===== src/rtl/scanline_pkg.sv =====
// Shared types and decode helpers for the scan line sequencer.
package scanline_pkg;

    // Scan mode encodings as they appear on the mode input.
    typedef enum logic [1:0] {
        SCAN_PROG     = 2'b00,
        SCAN_REPEAT   = 2'b01,
        SCAN_PROG_ALT = 2'b10,
        SCAN_SPLIT    = 2'b11
    } scan_mode_e;

    // True for either two-field mode.
    function automatic logic mode_interlaced(input logic [1:0] m);
        return m[0];
    endfunction

    // True when alternate lines go to alternate fields.
    function automatic logic mode_split(input logic [1:0] m);
        return m[0] & m[1];
    endfunction

endpackage


===== src/rtl/scan_cfg_latch.sv =====
// Captures the mode and last-line settings at each field start.
// Assumes field_start is a single-cycle pulse from the vertical timing.
module scan_cfg_latch
    import scanline_pkg::*;
#(
    parameter int ROW_W = 5
) (
    input  logic             clk,
    input  logic             rst_n,
    input  logic             field_start,
    input  logic [1:0]       mode_in,
    input  logic [ROW_W-1:0] last_in,
    output scan_mode_e       mode_q,
    output logic [ROW_W-1:0] last_q
);

    // Register the settings only on a field boundary.
    always_ff @(posedge clk) begin
        if (!rst_n) begin
            mode_q <= SCAN_PROG;
            last_q <= '0;
        end else if (field_start) begin
            mode_q <= scan_mode_e'(mode_in);
            last_q <= last_in;
        end
    end

    // settings hold between field starts.
    assert_cfg_hold_R7: assert property (@(posedge clk) disable iff (!rst_n)
        !field_start |=> ($stable(mode_q) && $stable(last_q)));

endmodule


===== src/rtl/scan_field_track.sv =====
// Keeps the odd/even field flag. It inverts at each field start when the
// newly captured mode is interlaced, and it is cleared otherwise.
module scan_field_track
    import scanline_pkg::*;
(
    input  logic       clk,
    input  logic       rst_n,
    input  logic       field_start,
    input  logic [1:0] mode_in,
    input  scan_mode_e mode_q,
    output logic       field_nxt,
    output logic       field_q
);

    // Next flag value, using the mode captured at this same boundary.
    always_comb begin
        field_nxt = mode_interlaced(mode_in) ? ~field_q : 1'b0;
    end

    // Flag register, updated only at field start.
    always_ff @(posedge clk) begin
        if (!rst_n)           field_q <= 1'b0;
        else if (field_start) field_q <= field_nxt;
    end

    // the flag is zero while a progressive mode is captured.
    assert_field_zero_R2: assert property (@(posedge clk) disable iff (!rst_n)
        !mode_interlaced(mode_q) |-> !field_q);

    // the flag moves only at a field start.
    assert_field_stable_R3: assert property (@(posedge clk) disable iff (!rst_n)
        !field_start |=> $stable(field_q));

endmodule


===== src/rtl/scan_row_count.sv =====
// Counts scan lines within a character row. It steps by one or two,
// wraps to a base at the row end, and reloads at a restart.
// Assumes the base value is 0 or 1.
module scan_row_count #(
    parameter int ROW_W = 5
) (
    input  logic             clk,
    input  logic             rst_n,
    input  logic             restart,
    input  logic             restart_base,
    input  logic             advance,
    input  logic             step_two,
    input  logic             wrap_base,
    input  logic [ROW_W-1:0] end_line,
    output logic [ROW_W-1:0] row_q,
    output logic             at_end
);

    localparam logic [ROW_W-1:0] STEP1 = ROW_W'(1);
    localparam logic [ROW_W-1:0] STEP2 = ROW_W'(2);

    logic [ROW_W-1:0] row_inc;

    // End detect and increment value.
    always_comb begin
        at_end  = (row_q >= end_line);
        row_inc = row_q + (step_two ? STEP2 : STEP1);
    end

    // Row address register: restart wins over advance.
    always_ff @(posedge clk) begin
        if (!rst_n)       row_q <= '0;
        else if (restart) row_q <= {{(ROW_W-1){1'b0}}, restart_base};
        else if (advance) row_q <= at_end ? {{(ROW_W-1){1'b0}}, wrap_base} : row_inc;
    end

    // a line end at the row end lands on a base of 0 or 1.
    assert_wrap_base_R6: assert property (@(posedge clk) disable iff (!rst_n)
        (advance && !restart && at_end) |=> (row_q <= STEP1));

    // a double step keeps the parity of the address.
    assert_step_parity_R4: assert property (@(posedge clk) disable iff (!rst_n)
        (advance && !restart && !at_end && step_two) |=> (row_q[0] == $past(row_q[0])));

    // a restart overrides any advance in the same cycle.
    assert_restart_wins_R8: assert property (@(posedge clk) disable iff (!rst_n)
        restart |=> (row_q <= STEP1));

endmodule


===== src/rtl/scanline_seq.sv =====
// Top of the scan line sequencer. It ties together the settings capture,
// the field flag and the row counter, and it selects the end line of the
// row for the current mode and field.
// Assumes last_line is odd whenever the split-interlace mode is captured.
module scanline_seq
    import scanline_pkg::*;
#(
    parameter int ROW_W = 5
) (
    input  logic             clk,
    input  logic             rst_n,
    input  logic             line_end,
    input  logic             field_start,
    input  logic [1:0]       mode_cfg,
    input  logic [ROW_W-1:0] last_line,
    output logic [ROW_W-1:0] row_addr,
    output logic             row_end,
    output logic             field_odd
);

    scan_mode_e       mode_q;
    logic [ROW_W-1:0] last_q;
    logic             field_nxt;
    logic             split_q;
    logic             restart_base;
    logic [ROW_W-1:0] end_sel;

    scan_cfg_latch #(.ROW_W(ROW_W)) u_cfg (
        .clk(clk), .rst_n(rst_n), .field_start(field_start),
        .mode_in(mode_cfg), .last_in(last_line),
        .mode_q(mode_q), .last_q(last_q)
    );

    scan_field_track u_field (
        .clk(clk), .rst_n(rst_n), .field_start(field_start),
        .mode_in(mode_cfg), .mode_q(mode_q),
        .field_nxt(field_nxt), .field_q(field_odd)
    );

    // End line: the even field of split-interlace stops one line early.
    always_comb begin
        split_q      = mode_split(mode_q);
        restart_base = mode_split(mode_cfg) & field_nxt;
        end_sel      = (split_q && !field_odd) ? {last_q[ROW_W-1:1], 1'b0} : last_q;
    end

    scan_row_count #(.ROW_W(ROW_W)) u_row (
        .clk(clk), .rst_n(rst_n),
        .restart(field_start), .restart_base(restart_base),
        .advance(line_end), .step_two(split_q),
        .wrap_base(split_q & field_odd), .end_line(end_sel),
        .row_q(row_addr), .at_end(row_end)
    );

    // in split-interlace, the address parity follows the field.
    assert_split_parity_R4: assert property (@(posedge clk) disable iff (!rst_n)
        split_q |-> (row_addr[0] == field_odd));

    // the address after a field start is 0 or 1.
    assert_field_restart_R9: assert property (@(posedge clk) disable iff (!rst_n)
        field_start |=> (row_addr <= ROW_W'(1)));

endmodule


===== config.mk =====
export PLATFORM = sky130hd
export DESIGN_NAME = scanline_seq
export DESIGN_NICKNAME = d
export VERILOG_FILES = /design/src/rtl/scanline_pkg.sv /design/src/rtl/scan_cfg_latch.sv /design/src/rtl/scan_field_track.sv /design/src/rtl/scan_row_count.sv /design/src/rtl/scanline_seq.sv
export SDC_FILE = /design/constraint.sdc
export NUM_CORES = 1
export LEC_CHECK = 0
export BUFFER_PORTS_ARGS = -buffer_cell sky130_fd_sc_hd__buf_2
export CORE_ASPECT_RATIO = 1.1
export CORE_UTILIZATION = 48
export CTS_BUF_LIST = sky130_fd_sc_hd__clkbuf_2
export DETAILED_ROUTE_END_ITERATION = 12
export HOLD_SLACK_MARGIN = 0.1
export PLACE_DENSITY = 0.77
export SYNTH_ARGS = -nofsm -noshare
export SYNTH_HDL_FRONTEND = slang
export SYNTH_SLANG_ARGS = --single-unit

===== constraint.sdc =====
create_clock -name clk -period 1.6 [get_ports clk]
set_input_delay 0.16 -clock clk [delete_from_list [all_inputs] [get_ports clk]]
set_output_delay 0.16 -clock clk [all_outputs]
set_load 0.02 [all_outputs]

==> results.ini, run 1 <==
[pwr]
p_clk_share_pct = 26.0
peakVddDrop_uv = 502.9
leakagePower_nw = 0.4657
p_seq_share_pct = 50.8
p_sw_mw = 0.1971
swShare_pct = 28.78
comb_power_share_pct = 23.2
power.internal_mw = 0.4877
powerDensity_nw_per_um2 = 725.9

[route]
postRouteAntennaNets = 0
routedWlPerCell_um = 11.93
drt-total-wl_um = 1431
drt_drc_violations_left = 0
first_iter_violations = 22
vias = 624
viasPerCell = 5.200
dr.pass1.iters = 4

[grt]
met3_usage_pct = 4.712
antenna_found_initial = 0
grt_util_all_layers_pct = 20.99
grtUsageMet2_pct = 32.46
grt_max_degree = 14
grt_pass1_vias = 590
grt_overflow = 0
top_usage_layer = met2
grt_first_pass_wirelength_um = 2463
grtUsageMet1_pct = 27.36

[sta]
finalCritPeriodShare_pct = 115.1
fin_crit_ns = 1.842
setup_violations = 6
tns_ns = -0.7548
skew_ns = 0.002297
whs_ns = 0.1363
slew_headroom_pct = 74.30
grt_setup_unrepaired = true
setup_ws_ns = -0.2420
hold_viol = 0
report.final.slew_viol_count = 0
max_freq_mhz = 542.9
worst_slew_pin_slew_ns = 0.3806

[clocking]
cts_root_buf = clkbuf_2
clk_latency_ns = 0.27
cts.htree.levels = 1
cts-buffers-inserted = 3
clockBufferDepth = 2
cts_tree = done
clkSlewWorstSetupHoldPaths_ns = 0.14
cts_num_sinks = 13

[finish]
num-fill-cells = 124
nNetsFinal = 124
final_util_pct = 67.32
n_antenna_cell = 0
drive_gt1_share_pct = 34.62
area_growth_pct = 27.15

[setup_path]
cp.depth = 7
path_max_fanout = 2
critical_path_class = reg -> out
max_stage_delay_ns = 0.36
reg2reg_to = u_row.row_q[0]
cp.arrival_ns = 1.68
critPathSlowestCell = dfxtp_2
worstPathRequired_ns = 1.44
r2r_cells = 8
start_kind = flip-flop
reg2reg_from = u_cfg.mode_q[1]
critical-path-top-delay-family = compound AO/OA/AOI/OAI gates
worstPathCellList = nand2_2 > o21a_1 > ha_1 > nand2b_4 > a31oi_4 > o21ai_4 > buf_6
worst-path-buf-inv = 1
reg2reg_slack_ns = -0.14
worst_setup_path_end_kind = primary output

[synthesis]
syn_avg_cell_area_sq_um = 9.392
synth_edf_count = 0
synth_top_cell_area_share_pct = 35.08
syn_inst = 79
synthTopCellsByCount = dfxtp_1, inv_1, mux2i_1, nor2b_1, ha_1
yosysMostFrequentCell = dfxtp_1
synth_seq_cells = 13
ys_types = 26
netlist.top_cell.by_area = dfxtp_1
synth_nets = 98
seq_area_frac_synth_pct = 35.08
synth_flop_cell = dfxtp_1
synthArstFlopShare_pct = 0
ys_top_cells_by_area = dfxtp_1, ha_1, mux2i_1
synth_warnings = 0
netlist_area_sq_um = 742.0

[hold_path]
min_from = last_line[0]
hold_path.class = in -> reg
min_to = u_cfg.last_q[0]
hold_depth = 3

[floorplanning]
io_pins = 18
dieArea_sq_um = 1707
die_w_um = 39.49
placementRows = 14
initial_core_util_pct = 52.95
core_area_sq_um = 1401
die_y_um = 43.24

[run_status]
status = finished, violations left
violations = negative setup slack

[place]
io_buffers = 17
gp_congestion = 0.7273
pre_cts_ws_ns = -0.05915
post-dp-hpwl_um = 1065

[flow_run]
cap_violations = 0

==> area by class of cell <==
class	count	area, sq um	area share [%]
Tap cell	16	20.02	2.122
Sequential cell	13	265.3	28.12
Clock buffer	4	20.02	2.122
Timing Repair Buffer	23	136.4	14.46
Multi-Input combinational cell	56	471.7	50.00
Inverter	8	30.03	3.183
==> worst min-delay path: stages <==
cell	delay, ns
buf_2	0.08
mux2i_1	0.05
nor2b_1	0.09
==> registers in the layout, indices dropped and copies added (netlist names) <==
| name | cells |
|---|---|
| u_cfg.mode_q | 2 |
| u_field.field_q | 1 |
| u_cfg.last_q | 5 |
| u_row.row_q | 5 |
==> per-stage QoR <==
step | power [mW] | instance area (sq um) | std cells
2_1_floorplan | 0.4471 | 764.5 | 79
3_3_place_gp | 0.4874 | 889.6 | 114
3_5_place_dp | 0.4913 | 889.6 | 114
4_1_cts | 0.6915 | 943.4 | 120
5_1_grt | 0.7203 | 943.4 | 120
6_report | 0.6848 | 943.4 | 120
==> cells in the final DEF, fill, tap and decap left out, drive strengths merged, types with 2 or more instances in the layout <==
cell | Yosys | final
nand2 | 6 | 6
nor2b | 8 | 8
clkbuf | 1 | 4
dfxtp | 13 | 13
buf | 1 | 23
inv | 8 | 8
mux2i | 8 | 8
nor2 | 6 | 6
nand3b | 2 | 2
ha | 7 | 7
xor2 | 2 | 2
a21oi | 2 | 2
nand2b | 2 | 2
==> cells by family (layout without fill, tap and decap cells) <==
family	after synthesis	after routing	share of synthesized area, %
and+or+nand+nor	26	26	18.04
xor gates and xnor gates	3	3	3.542
buffers and inverters	10	35	5.395
muxes	8	8	10.79
adders and majority gates	8	8	14.50
DFF	13	13	35.08
AOI/OAI and AO/OA	11	11	12.65
==> worst max-delay path by stage <==
stage,start,end
after detailed placement,u_cfg.mode_q[1],u_row.row_q[2]
after global routing,u_cfg.mode_q[1],row_end
final,u_cfg.mode_q[1],row_end
after CTS,u_cfg.mode_q[1],row_end
after floorplan,u_cfg.mode_q[1],u_row.row_q[0]
after global placement,u_cfg.mode_q[1],u_row.row_q[2]
==> layer usage <==
layer / up-vias / wire [um]
met5: - / 0
met3: 0 / 56
met1: 290 / 666
met4: 0 / 0
met2: 16 / 708
li1: 318 / -
==> power groups by stage <==
stage / combinational (mW) / sequential [mW] / clock, mW
after floorplan: 0.0878 / 0.359 / 0
after global placement: 0.134 / 0.354 / 0
after detailed placement: 0.137 / 0.354 / 0
after CTS: 0.158 / 0.348 / 0.185
after global routing: 0.174 / 0.350 / 0.196
final: 0.159 / 0.348 / 0.178
==> repair_timing <==
| action | in CTS | in global routing |
|---|---|---|
| buffers inserted | 2 | 0 |
| endpoints found under the setup margin | 6 | 6 |
| hold endpoints to repair | 0 | 0 |
| resized for setup | 6 | 0 |
| pin swaps | 2 | 0 |
| hold buffers | 0 | 0 |
Note: power is estimated with default switching activity, not from simulation.
==> run 2, diff against run 1 <==
--- a/config.mk
+++ b/config.mk
@@ -6,12 +6,12 @@
 export NUM_CORES = 1
 export LEC_CHECK = 0
 export BUFFER_PORTS_ARGS = -buffer_cell sky130_fd_sc_hd__buf_2
-export CORE_ASPECT_RATIO = 1.1
-export CORE_UTILIZATION = 48
+export CORE_AREA = 2 2 39 41
 export CTS_BUF_LIST = sky130_fd_sc_hd__clkbuf_2
 export DETAILED_ROUTE_END_ITERATION = 12
+export DIE_AREA = 0 0 41 43
 export HOLD_SLACK_MARGIN = 0.1
-export PLACE_DENSITY = 0.77
+export PLACE_DENSITY = 0.84
 export SYNTH_ARGS = -nofsm -noshare
 export SYNTH_HDL_FRONTEND = slang
 export SYNTH_SLANG_ARGS = --single-unit
==> constraint.sdc (replaced) <==
create_clock -name clk -period 2.3 [get_ports clk]
set_input_delay 0.23 -clock clk [delete_from_list [all_inputs] [get_ports clk]]
set_output_delay 0.23 -clock clk [all_outputs]
set_load 0.02 [all_outputs]
==> run 2 against run 1 <==
Critical path type unchanged; wire length is 11% lower; combinational power is 49% lower; die area is 3.3% higher; global-route usage shrank 2.4 points; hold slack improved by 0.059 ns; critical endpoint unchanged; the flow now finishes without violations; register-to-register slack gained 0.73 ns; first-iteration DRC count is 95% lower; largest cell class unchanged.
==> results.ini, run 2 (synthesis results as in run 1) <==
[sta]
report.final.slew_viol_count = 0  ; unchanged
hold_viol = 0  ; unchanged
fin_crit_ns = 2.095
skew_ns = 0.004168  ; +0.001871 ns
whs_ns = 0.1952  ; +0.05888 ns
setup_ws_ns = 0.2049  ; +0.4469 ns
max_freq_mhz = 477.3
setup_violations = 0  ; -6
finalCritPeriodShare_pct = 91.09
tns_ns = 0  ; +0.7548 ns
worst_slew_pin_slew_ns = 0.4729  ; +0.09226 ns
slew_headroom_pct = 68.08  ; -6.2 points
grt_setup_unrepaired = false

[setup_path]
reg2reg_to = u_row.row_q[4]
max_stage_delay_ns = 0.35  ; about the same
critPathSlowestCell = dfxtp_1
r2r_cells = 7  ; -1
cp.arrival_ns = 1.87  ; +0.19 ns
reg2reg_from = u_cfg.mode_q[1]
path_max_fanout = 3  ; +1
worstPathCellList = nand2_1 > o21a_1 > ha_1 > nand2b_1 > a31oi_2 > o21ai_1 > buf_2
worstPathRequired_ns = 2.07  ; +0.63 ns
critical_path_class = reg -> out
reg2reg_slack_ns = 0.59  ; +0.73 ns
crit_end = row_end
cp-startpoint = u_cfg.mode_q[1]
start_kind = flip-flop
worst_setup_path_end_kind = primary output

[finish]
final_cell_mix = buf_2, dfxtp_1, inv_1, mux2i_1, nor2b_1
num-fill-cells = 131  ; +5.6%
drive_gt1_share_pct = 23.47  ; -11 points
n_antenna_cell = 0  ; unchanged
layout_commonest_cell = buf_2
final_util_pct = 61.93  ; -5.4 points
area_growth_pct = 15.51
nNetsFinal = 118  ; -4.8%
top_regs = u_cfg.last_q (5), u_row.row_q (5), u_cfg.mode_q (2)
finalNonFillerCells = 114  ; -5.0%

[clocking]
cts_num_sinks = 13  ; unchanged
cts.htree.levels = 1  ; unchanged
postCtsSetupBuffers = 0  ; -2
cts-buffers-inserted = 3  ; unchanged
cts_root_buf = clkbuf_2
clockBufferDepth = 2  ; unchanged
clk_latency_ns = 0.28  ; about the same
cts_resized = 0  ; -6
cts_hold_buffers = 0  ; unchanged
cts_tree = done
clkSlewWorstSetupHoldPaths_ns = 0.12  ; -0.02 ns

[grt]
grt_max_degree = 14  ; unchanged
grt_pass1_vias = 554  ; -6.1%
grt_overflow = 0  ; unchanged
grt_util_all_layers_pct = 18.54  ; -2.4 points
grt_first_pass_wirelength_um = 2221  ; -9.8%
antenna_found_initial = 0  ; unchanged

[pwr]
comb_power_share_pct = 18.0  ; -5.2 points
p_seq_share_pct = 54.4  ; +3.6 points
power.internal_mw = 0.3183  ; -35%
powerDensity_nw_per_um2 = 520.3  ; -28%
p_clk_share_pct = 27.6  ; +1.6 points
leakagePower_nw = 0.4209  ; -9.6%
p_sw_mw = 0.1276  ; -35%
peakVddDrop_uv = 403.1  ; -20%
swShare_pct = 28.61  ; -0.17 points

[place]
gp_congestion = 0.8217  ; +13%
pre_cts_ws_ns = 0.5237  ; +0.5828 ns
dp.cells = 110  ; -3.5%
io_buffers = 17  ; unchanged
post-dp-hpwl_um = 1024  ; -3.9%

[floorplanning]
io_pins = 18  ; unchanged
core_area_sq_um = 1384  ; -1.2%
placementRows = 14  ; unchanged
dieArea_sq_um = 1763  ; +3.3%
die_y_um = 43  ; -0.54%
die_w_um = 41  ; +3.8%
initial_core_util_pct = 53.62  ; +0.67 points

[route]
first_iter_violations = 1  ; -95%
vias = 591  ; -5.3%
routedWlPerCell_um = 11.18  ; -6.3%
drt_drc_violations_left = 0  ; unchanged
viasPerCell = 5.184  ; -0.30%
dr.pass1.iters = 4  ; unchanged
postRouteAntennaNets = 0  ; unchanged
drt-total-wl_um = 1274  ; -11%

[hold_path]
hold_path.class = in -> reg

[flow_run]
cap_violations = 0  ; unchanged

[run_status]
status = complete, no violations

-- run 2: cell type report --
| class | instances | area [sq um] | share of cell area (%) |
|---|---|---|---|
| Multi-Input combinational cell | 56 | 441.7 | 51.53 |
| Sequential cell | 13 | 260.3 | 30.37 |
| Clock buffer | 4 | 20.02 | 2.336 |
| Timing Repair Buffer | 17 | 85.08 | 9.927 |
| Inverter | 8 | 30.03 | 3.504 |
| Tap cell | 16 | 20.02 | 2.336 |
-- run 2: per-layer routing --
layer / share of wire, % / wire, um / track usage, %
met1: 46 / 584 / 23.84
met4: 2.0 / 25 / 10.00
met2: 47 / 596 / 28.13
met3: 5.3 / 68 / 3.141
met5: 0 / 0 / 0
-- run 2: power groups by stage --
stage	clock network, mW	registers, mW	logic (mW)
2_1_floorplan	0	0.250	0.0533
3_3_place_gp	0	0.247	0.0782
3_5_place_dp	0	0.248	0.0803
4_1_cts	0.128	0.243	0.0808
5_1_grt	0.135	0.244	0.0904
6_report	0.123	0.243	0.0804
-- run 2: worst max-delay path: cells and delay by family (launching register included) --
kind                       cells  cell delay (ns)
AOI/OAI and AO/OA              3             0.55
DFF                            1             0.35
buffers and inverters          1             0.19
adders and majority gates      1             0.26
and+or+nand+nor                2             0.24
-- run 2: metrics by stage --
stage | total power, mW | instance area [sq um]
3_3_place_gp | 0.3253 | 837.1
6_report | 0.4459 | 857.1
3_5_place_dp | 0.3281 | 837.1
2_1_floorplan | 0.3030 | 742.0
5_1_grt | 0.4702 | 857.1
4_1_cts | 0.4514 | 857.1
-- run 2: worst min-delay path by stage --
stage | start | end | slack [ns] | cells past startpoint
after global placement | last_line[4] | u_cfg.last_q[4] | 0.49 | 3
after detailed placement | last_line[2] | u_cfg.last_q[2] | 0.50 | 3
final | last_line[0] | u_cfg.last_q[0] | 0.20 | 3
after floorplan | rst_n | u_cfg.last_q[0] | 0.36 | 1
after CTS | last_line[2] | u_cfg.last_q[2] | 0.19 | 3
after global routing | last_line[0] | u_cfg.last_q[0] | 0.18 | 3
==> run 3, diff against run 2 <==
--- a/config.mk
+++ b/config.mk
@@ -6,12 +6,11 @@
 export NUM_CORES = 1
 export LEC_CHECK = 0
 export BUFFER_PORTS_ARGS = -buffer_cell sky130_fd_sc_hd__buf_2
-export CORE_AREA = 2 2 39 41
+export CORE_UTILIZATION = 54
 export CTS_BUF_LIST = sky130_fd_sc_hd__clkbuf_2
 export DETAILED_ROUTE_END_ITERATION = 12
-export DIE_AREA = 0 0 41 43
 export HOLD_SLACK_MARGIN = 0.1
-export PLACE_DENSITY = 0.84
+export PLACE_DENSITY = 0.81
 export SYNTH_ARGS = -nofsm -noshare
 export SYNTH_HDL_FRONTEND = slang
 export SYNTH_SLANG_ARGS = --single-unit
==> constraint.sdc (replaced) <==
create_clock -name clk -period 2.4 [get_ports clk]
set_input_delay 0.24 -clock clk [delete_from_list [all_inputs] [get_ports clk]]
set_output_delay 0.24 -clock clk [all_outputs]
set_load 0.02 [all_outputs]
==> run 3 against run 2 <==
Sequential share of layout area is 0.089 points higher; total power down 3.7%; global-route usage grew 3.2 points; core utilization rose by 10 points; register-to-register slack better by 0.06 ns; first-iteration DRC count grew to 5.0 times the previous value; clock skew up 0.0060 ns; clock power hardly changed; non-clock buffer count unchanged; final cell count down 1.8%.
==> results.ini, run 3 (synthesis results as in run 1) <==
[setup_path]
worstPathCellList = nand2_1 > o21a_1 > ha_1 > nand2b_1 > a31oi_2 > o21ai_1 > buf_2
critical-path-top-delay-family = compound AO/OA/AOI/OAI gates
path_max_fanout = 3  ; unchanged
cp.arrival_ns = 1.88  ; about the same
worst_setup_path_end_kind = primary output
max_stage_delay_ns = 0.36  ; about the same
worstPathRequired_ns = 2.16  ; +0.09 ns
critical_path_class = reg -> out
critPathSlowestCell = dfxtp_1
worst-path-buf-inv = 1  ; unchanged
start_kind = flip-flop

[place]
dpl_cell_area_sq_um = 834.6  ; -0.30%
gp_congestion = 0.7878  ; -4.1%
post-dp-hpwl_um = 1028  ; +0.41%
io_buffers = 17  ; unchanged

[finish]
final_cell_area_sq_um = 854.6  ; -0.29%
area_growth_pct = 15.18
n_antenna_cell = 0  ; unchanged
drive_gt1_share_pct = 23.47  ; unchanged
top_regs = u_cfg.last_q (5), u_row.row_q (5), u_cfg.mode_q (2)
layout_commonest_cell = buf_2
nNetsFinal = 118  ; unchanged
final_cell_mix = buf_2, dfxtp_1, inv_1, mux2i_1, nor2b_1
num-fill-cells = 100  ; -24%

[clocking]
cts.htree.levels = 1  ; unchanged
cts_resized = 0  ; unchanged
clockBufferDepth = 2  ; unchanged
cts_tree = done
postCtsSetupBuffers = 0  ; unchanged
clk_latency_ns = 0.29  ; about the same
cts_hold_buffers = 0  ; unchanged
clkSlewWorstSetupHoldPaths_ns = 0.13  ; about the same
cts_num_sinks = 13  ; unchanged
cts-buffers-inserted = 3  ; unchanged
cts_root_buf = clkbuf_2

[sta]
setup_violations = 0  ; unchanged
finalCritPeriodShare_pct = 88.52
report.final.slew_viol_count = 0  ; unchanged
hold_viol = 0  ; unchanged
fin_crit_ns = 2.125
grt_setup_unrepaired = false
worst_slew_pin_slew_ns = 0.3982  ; -0.07472 ns
skew_ns = 0.01021  ; +0.006038 ns
whs_ns = 0.2016  ; +0.006319 ns
slew_headroom_pct = 73.12  ; +5.0 points
max_freq_mhz = 470.7
tns_ns = 0  ; unchanged

[pwr]
comb_power_share_pct = 17.9  ; about the same
powerDensity_nw_per_um2 = 502.4  ; -3.4%
p_clk_share_pct = 27.8  ; +0.2 points
p_sw_mw = 0.1239  ; -2.9%
swShare_pct = 28.85  ; +0.24 points
power.internal_mw = 0.3055  ; -4.0%
peakVddDrop_uv = 353.2  ; -12%
leakagePower_nw = 0.4209  ; unchanged
p_seq_share_pct = 54.2  ; -0.2 points

[grt]
grt_pass1_vias = 551  ; -0.54%
grt_max_degree = 14  ; unchanged
antenna_found_initial = 0  ; unchanged
grt_overflow = 0  ; unchanged
grt_util_all_layers_pct = 21.77  ; +3.2 points
grt_first_pass_wirelength_um = 2159  ; -2.8%

[run_status]
status = complete, no violations

[floorplanning]
initial_core_util_pct = 62.55  ; +8.9 points
die_w_um = 39.07  ; -4.7%
io_pins = 18  ; unchanged
placementRows = 12  ; -2
die_y_um = 39.07  ; -9.2%
core_area_sq_um = 1186  ; -14%
dieArea_sq_um = 1526  ; -13%

[flow_run]
cap_violations = 0  ; unchanged

[route]
routedWlPerCell_um = 11.72  ; +4.9%
dr.pass1.iters = 3  ; -1
postRouteAntennaNets = 0  ; unchanged
drt_drc_violations_left = 0  ; unchanged
drt-total-wl_um = 1313  ; +3.1%
vias = 587  ; -0.68%
first_iter_violations = 5  ; +4
viasPerCell = 5.241  ; +1.1%

[hold_path]
hold_path.class = in -> reg

-- run 3: worst paths after layout --
check	startpoint	to	slack [ns]	cells after the start
min reg2reg	u_cfg.last_q[0]	u_cfg.last_q[0]	0.54	2
min	last_line[1]	u_cfg.last_q[1]	0.20	3
max	u_cfg.mode_q[1]	row_end	0.28	7
max reg2reg	u_cfg.mode_q[1]	u_row.row_q[4]	0.65	7
-- run 3: stage by stage --
step | power [mW] | worst slack [ns] | utilization, % | cells
6_report | 0.4294 | 0.2755 | 72.05 | 112
5_1_grt | 0.4473 | 0.1504 | 72.05 | 112
4_1_cts | 0.4333 | 0.2584 | 72.05 | 112
2_1_floorplan | 0.2904 | 0.6315 | - | 79
3_3_place_gp | 0.3118 | 0.6792 | 70.36 | 108
3_5_place_dp | 0.3153 | 0.6033 | 70.36 | 108
-- run 3: worst min-delay path: stages --
cell,delay [ns]
buf_2,0.07
mux2i_1,0.05
nor2b_1,0.09
-- run 3: final cells by class --
cell class	instances	area, sq um	area share, %
timing repair buffer	17	85.08	9.956
tap	14	17.52	2.050
inverter	8	30.03	3.514
multi-input combinational	56	441.7	51.68
sequential	13	260.3	30.45
clock buffer	4	20.02	2.343
-- run 3: layer usage --
layer  up-vias  global-route usage [%]  routed length (um)
met1       257                   23.00                 638
met3         5                   3.468                  48
li1        310                       -                   -
met2        15                   38.33                 588
met4         0                   15.52                  38
met5         -                       0                   0
-- run 3: power by group through the flow --
stage / logic [mW] / clock network (mW) / registers [mW]
2_1_floorplan: 0.0511 / 0 / 0.239
3_3_place_gp: 0.0749 / 0 / 0.237
3_5_place_dp: 0.0775 / 0 / 0.238
4_1_cts: 0.0779 / 0.122 / 0.233
5_1_grt: 0.0878 / 0.125 / 0.234
6_report: 0.0770 / 0.120 / 0.233
